File: config.mk
export PLATFORM = sky130hd
export DESIGN_NAME = tsense_status_alert
export DESIGN_NICKNAME = d
export VERILOG_FILES = /design/src/rtl/tsa_pkg.sv /design/src/rtl/tsa_limit_cmp.sv /design/src/rtl/tsa_status.sv /design/src/rtl/tsa_alert.sv /design/src/rtl/tsense_status_alert.sv
export SDC_FILE = /design/constraint.sdc
export NUM_CORES = 1
export LEC_CHECK = 0
export ABC_AREA = 1
export CORE_AREA = 5 5 70 72
export CTS_CLUSTER_SIZE = 20
export DETAILED_ROUTE_END_ITERATION = 12
export DIE_AREA = 0 0 75 77
export GPL_ROUTABILITY_DRIVEN = 0
export PLACE_DENSITY = 0.89
export SLEW_MARGIN = 20
export SYNTH_ARGS = -nofsm -noshare
export SYNTH_HDL_FRONTEND = slang
export SYNTH_HIERARCHICAL = 1
export SYNTH_SLANG_ARGS = --single-unit
export TNS_END_PERCENT = 50
File: constraint.sdc
create_clock -name clk -period 1.5 [get_ports clk]
set_input_delay 0.15 -clock clk [delete_from_list [all_inputs] [get_ports clk]]
set_output_delay 0.15 -clock clk [all_outputs]
set_load 0.03 [all_outputs]
File: src/rtl/tsa_pkg.sv
package tsa_pkg;
  localparam int NCH    = 2;          // channel 0 local, channel 1 remote
  localparam int NLIM   = 2 * NCH;    // one high and one low flag per channel
  localparam int SW     = 8;          // status byte width
  localparam int CFG_W  = 8;          // configuration byte width
  localparam int CFG_MASK_BIT = 0;
  localparam int CFG_STBY_BIT = 1;
endpackage

File: src/rtl/tsa_limit_cmp.sv
module tsa_limit_cmp #(
  parameter int TW = 8
) (
  input  logic          clk,
  input  logic          rst,
  input  logic          take,
  input  logic [TW-1:0] temp,
  input  logic [TW-1:0] hi_lim,
  input  logic [TW-1:0] lo_lim,
  output logic          ev_hi,
  output logic          ev_lo,
  output logic          cond_hi,
  output logic          cond_lo
);
  logic over, under;

  always_comb begin
    over  = $signed(temp) > $signed(hi_lim);
    under = $signed(temp) < $signed(lo_lim);
    ev_hi = take && over;
    ev_lo = take && under;
  end

  // Condition of the most recent accepted result, used when a read decides persistence
  always_ff @(posedge clk) begin
    if (rst) begin
      cond_hi <= 1'b0;
      cond_lo <= 1'b0;
    end else if (take) begin
      cond_hi <= over;
      cond_lo <= under;
    end
  end


  cond_update_chk: assert property (@(posedge clk) disable iff (rst)
    !take |=> $stable({cond_hi, cond_lo}));
endmodule

File: src/rtl/tsa_status.sv
module tsa_status #(
  parameter int NL = 4
) (
  input  logic          clk,
  input  logic          rst,
  input  logic [NL-1:0] lim_ev,
  input  logic [NL-1:0] lim_cond,
  input  logic          start_ok,
  input  logic          last_ok,
  input  logic          diode_open,
  input  logic          st_rd,
  input  logic          bus_stop,
  input  logic          clk_edge,
  output logic [NL-1:0] lim_flag,
  output logic          open_flag,
  output logic          busy,
  output logic          set_req
);
  logic [NL-1:0] acc_q, acc_d, lim_d;
  logic          open_d, busy_d, armed_q, armed_d, refresh;

  always_comb begin
    refresh = clk_edge && armed_q;
    armed_d = bus_stop || (armed_q && !clk_edge);

    lim_d = lim_flag;
    if (refresh)    lim_d = acc_q;
    else if (st_rd) lim_d = lim_flag & lim_cond;

    acc_d = (st_rd ? lim_cond : acc_q) | lim_ev;

    open_d = open_flag;
    if (start_ok)   open_d = diode_open;
    else if (st_rd) open_d = open_flag & diode_open;

    busy_d = busy;
    if (start_ok)     busy_d = 1'b1;
    else if (last_ok) busy_d = 1'b0;

    set_req = |({lim_d, open_d} & ~{lim_flag, open_flag});
  end

  always_ff @(posedge clk) begin
    if (rst) begin
      acc_q     <= '0;
      lim_flag  <= '0;
      open_flag <= 1'b0;
      busy      <= 1'b0;
      armed_q   <= 1'b0;
    end else begin
      acc_q     <= acc_d;
      lim_flag  <= lim_d;
      open_flag <= open_d;
      busy      <= busy_d;
      armed_q   <= armed_d;
    end
  end


  rst_clear_chk: assert property (@(posedge clk)
    rst |=> (lim_flag == '0 && !open_flag && !busy));

  lim_hold_chk: assert property (@(posedge clk) disable iff (rst)
    (!refresh && !st_rd) |=> $stable(lim_flag));

  rd_noset_chk: assert property (@(posedge clk) disable iff (rst)
    (st_rd && !refresh) |=> ((lim_flag & ~$past(lim_flag)) == '0));

  open_hold_chk: assert property (@(posedge clk) disable iff (rst)
    (!start_ok && !st_rd) |=> $stable(open_flag));

  busy_rise_chk: assert property (@(posedge clk) disable iff (rst)
    $rose(busy) |-> $past(start_ok));
endmodule

File: src/rtl/tsa_alert.sv
module tsa_alert (
  input  logic clk,
  input  logic rst,
  input  logic set_req,
  input  logic mask,
  input  logic ack,
  output logic alert_n
);
  logic alert_q;

  always_ff @(posedge clk) begin
    if (rst)                  alert_q <= 1'b0;
    else if (set_req && !mask) alert_q <= 1'b1;
    else if (ack)             alert_q <= 1'b0;
  end

  assign alert_n = ~alert_q;


  ack_only_chk: assert property (@(posedge clk) disable iff (rst)
    (alert_q && !ack) |=> alert_q);

  rise_src_chk: assert property (@(posedge clk) disable iff (rst)
    $rose(alert_q) |-> $past(set_req && !mask));
endmodule

File: src/rtl/tsense_status_alert.sv
module tsense_status_alert
  import tsa_pkg::*;
#(
  parameter int TW = 8
) (
  input  logic              clk,
  input  logic              rst,
  input  logic              cfg_wr,
  input  logic [CFG_W-1:0]  cfg_wdata,
  input  logic              conv_start,
  input  logic [NCH-1:0]    res_done,
  input  logic [NCH*TW-1:0] res_temp,
  input  logic [NCH*TW-1:0] lim_hi,
  input  logic [NCH*TW-1:0] lim_lo,
  input  logic              diode_open,
  input  logic              bus_stop,
  input  logic              bus_clk_edge,
  input  logic              st_rd,
  input  logic              alert_ack,
  output logic [SW-1:0]     status_byte,
  output logic              busy,
  output logic              adc_run,
  output logic              alert_n
);
  localparam int PAD = SW - 2 - NLIM;

  logic            mask_q, stby_q;
  logic            start_ok;
  logic [NCH-1:0]  take;
  logic [NLIM-1:0] lim_ev, lim_cond, lim_flag;
  logic            open_flag, set_req;

  always_ff @(posedge clk) begin
    if (rst) begin
      mask_q <= 1'b0;
      stby_q <= 1'b0;
    end else if (cfg_wr) begin
      mask_q <= cfg_wdata[CFG_MASK_BIT];
      stby_q <= cfg_wdata[CFG_STBY_BIT];
    end
  end

  assign adc_run  = ~stby_q;
  assign start_ok = conv_start && !stby_q;
  assign take     = stby_q ? '0 : res_done;

  for (genvar ch = 0; ch < NCH; ch++) begin : g_ch
    tsa_limit_cmp #(.TW(TW)) u_cmp (
      .clk     (clk),
      .rst     (rst),
      .take    (take[ch]),
      .temp    (res_temp[ch*TW +: TW]),
      .hi_lim  (lim_hi[ch*TW +: TW]),
      .lo_lim  (lim_lo[ch*TW +: TW]),
      .ev_hi   (lim_ev[NLIM-1-2*ch]),
      .ev_lo   (lim_ev[NLIM-2-2*ch]),
      .cond_hi (lim_cond[NLIM-1-2*ch]),
      .cond_lo (lim_cond[NLIM-2-2*ch])
    );
  end

  tsa_status #(.NL(NLIM)) u_status (
    .clk        (clk),
    .rst        (rst),
    .lim_ev     (lim_ev),
    .lim_cond   (lim_cond),
    .start_ok   (start_ok),
    .last_ok    (take[NCH-1]),
    .diode_open (diode_open),
    .st_rd      (st_rd),
    .bus_stop   (bus_stop),
    .clk_edge   (bus_clk_edge),
    .lim_flag   (lim_flag),
    .open_flag  (open_flag),
    .busy       (busy),
    .set_req    (set_req)
  );

  tsa_alert u_alert (
    .clk     (clk),
    .rst     (rst),
    .set_req (set_req),
    .mask    (mask_q),
    .ack     (alert_ack),
    .alert_n (alert_n)
  );

  assign status_byte = {busy, lim_flag, open_flag, {PAD{1'b0}}};


  stby_idle_chk: assert property (@(posedge clk) disable iff (rst)
    (stby_q && !busy) |=> !busy);
endmodule

==> results.json <==
{
  "ctsHoldBuffers": 0,
  "critPathMaxStageDelay_ns": 0.47,
  "layout_setup_ws_ns": 0.0135,
  "clock_skew_ns": 0.00487,
  "switching_share_pct": 31.4,
  "synth_seq_area_share_pct": 21.2,
  "wl_per_cell_um": 12.9,
  "layout-drive-gt1-share_pct": 23.2,
  "cp_max_fo": 2,
  "row_count": 24,
  "grt_pass1_vias": 1801,
  "ir_worst_vdd_uv": 282,
  "post-place-ws_ns": -0.287,
  "seq_power_share_pct": 33.0,
  "antenna_left": 0,
  "finalSetupViolCount": 0,
  "period_share_pct": 99.1,
  "clock_sinks": 18,
  "ys_types": 24,
  "cpMostUsedCell": "nand2_1",
  "grt_max_degree": 11,
  "hpwl_um": 3660,
  "dr.pass1.iters": 4,
  "critical_path_required_ns": 1.64,
  "max_freq_mhz": 673,
  "drc": 0,
  "area_growth_pct": 73.2,
  "grt_overflow": 0,
  "synth_area_um2": 1700,
  "power_density_nw_per_um2": 555,
  "hp-class": "flop to flop",
  "pwr-share-comb_pct": 44.0,
  "insertion_delay_ns": 0.25,
  "design.die.area_um2": 5780,
  "worst_setup_path_start_kind": "primary input",
  "ys.warnings.count": 6,
  "cts_buffer_depth": 2,
  "root_buffer": "clkbuf_8",
  "syn-instance-count": 266,
  "viasPerCell": 4.66,
  "die_y_um": 77,
  "coreArea_um2": 4230,
  "cp-end-kind": "flop",
  "drtIter0Drc": 59,
  "drv_slew": 0,
  "setup-tns-final_ns": 0,
  "finalCriticalPeriod_ns": 1.49,
  "ios": 78,
  "cts_tree": "done",
  "path_cells": "clkdlybuf4s50_1 -> inv_1 -> ha_4 -> nand2_1 -> nor2_2 -> nand2_2 -> nand2_1 -> nand2_1 -> nand3_2 -> inv_1 -> inv_1 -> nand2_1 -> nand2_1 -> inv_1",
  "cp_num_buf_inv": 5,
  "power.total_mw": 1.63,
  "antenna_found_initial": 0,
  "status": "finished clean",
  "synth_area_per_cell_um2": 6.39,
  "stdcell_count": 397,
  "grtUsageTotal_pct": 14.5,
  "cp_slowest_cell": "clkdlybuf4s50_1",
  "p_leak_nw": 1.70,
  "max_cap_viol_count": 0,
  "fillers": 314,
  "p_int_mw": 1.12,
  "grt_pass1_wl_um": 6800,
  "routed_wl_um": 5130,
  "dp_cells": 392,
  "h-tree-depth": 1,
  "hold_violations": 0,
  "fin_nets": 443,
  "path_class": "primary input to flop",
  "antenna_cells_inserted": 0,
  "cts_buffers": 3,
  "initial_utilization_pct": 40.1,
  "path_clk_slew_ns": 0.06,
  "ys_ff_latch": 18,
  "cpLargestDelayFamily": "buffers and inverters",
  "die_w_um": 75,
  "power_switching_mw": 0.513,
  "cp.arrival_ns": 1.63,
  "num_vias": 1851,
  "port_buffers": 69,
  "clkPwrFrac_pct": 23.1
}
final timing paths:
path,from,end,slack (ns),cells past startpoint
max,lim_lo[13],u_status/acc_q[0],0.01,14
max reg2reg,stby_q,u_alert/alert_q,0.25,7
min reg2reg,mask_q,mask_q,0.47,2
min,mask_q,mask_q,0.47,2
stage by stage:
step / hold slack (ns) / utilization, % / area, µm²
finish: 0.473 / 69.5 / 2940
floorplan: 0.212 / - / 1700
global placement: 0.456 / 58.7 / 2490
CTS: 0.469 / 60.9 / 2580
detailed placement: 0.458 / 58.7 / 2490
global route: 0.502 / 69.5 / 2940
metal layers:
metal	GRT usage, %	routed length [µm]
met5	0	0
met4	5.69	118
met3	2.09	360
met2	28.5	2780
met1	14.4	1870
power groups by stage:
stage / registers, mW / clock network, mW / logic [mW]
floorplan: 0.550 / 0 / 0.315
global placement: 0.547 / 0 / 0.577
detailed placement: 0.549 / 0 / 0.600
CTS: 0.538 / 0.388 / 0.612
global route: 0.543 / 0.402 / 0.802
finish: 0.539 / 0.377 / 0.718
synthesized netlist by cell type:
master / n / area share [%]
a21o_1: 2 / 0.88
a21oi_1: 16 / 4.7
a21oi_2: 3 / 1.5
a31oi_1: 2 / 0.74
buf_2: 1 / 0.29
buf_4: 4 / 1.8
buf_6: 1 / 0.66
conb_1: 1 / 0.22
dfxtp_1: 18 / 21
ha_1: 30 / 22
inv_1: 73 / 16
inv_2: 2 / 0.44
nand2_1: 59 / 13
nand2_2: 2 / 0.74
nand3_1: 11 / 3.2
nand3_2: 2 / 1.2
nand3b_1: 1 / 0.44
nand4_1: 4 / 1.5
nor2_1: 24 / 5.3
o21a_1: 2 / 0.88
o21ai_0: 1 / 0.29
o21ai_1: 4 / 1.2
o21bai_1: 2 / 0.88
o21bai_2: 1 / 0.66
layout by cell type (no fill, tap or decap), drive strengths merged, types with 3 or more instances in the layout:
cell type and n:
o21bai 3, nand3 13, dlymetal6s2s 34, a21oi 19
clkbuf 4, inv 75, o21ai 5, nor2 24
nand2 61, nand4 4, buf 11, dfxtp 18
ha 30, clkdlybuf4s50 33
logic make-up (layout without fill, tap and decap cells):
kind of cell | Yosys count | after routing | share of synthesized area (%)
simple gates | 103 | 103 | 25.4
buf+inv | 81 | 159 | 19.3
compound gates | 33 | 33 | 11.8
fa+ha+maj | 30 | 30 | 22.1
flops | 18 | 18 | 21.2
other cells | 1 | 2 | 0.221
tightest hold or removal path: cells and delay by family (launching register included):
kind          cells  cell delay, ns
flops             1            0.31
simple gates      2            0.13
area by class of cell:
cell class,instances,area (µm²),share of cell area (%)
tap,52,65.1,2.21
timing repair buffer,80,860,29.2
clock buffer,4,55.1,1.87
sequential,18,360,12.2
inverter,75,282,9.57
multi-input combinational,168,1320,44.9
timing repair:
action / CTS / global route
pin swaps: 6 / 43
setup buffers: 0 / 1
setup endpoints to repair: 2 / 7
resized for setup: 5 / 89
flip-flops by register name (all words and copies together), names as in the netlist:
register            count
u_status/acc_q          4
u_status/lim_flag       4
g_ch.u_cmp/cond_hi      2
g_ch.u_cmp/cond_lo      2
mask_q                  1
stby_q                  1
u_alert/alert_q         1
u_status/armed_q        1
u_status/busy           1
u_status/open_flag      1
Note: power is estimated with default switching activity, not from simulation.
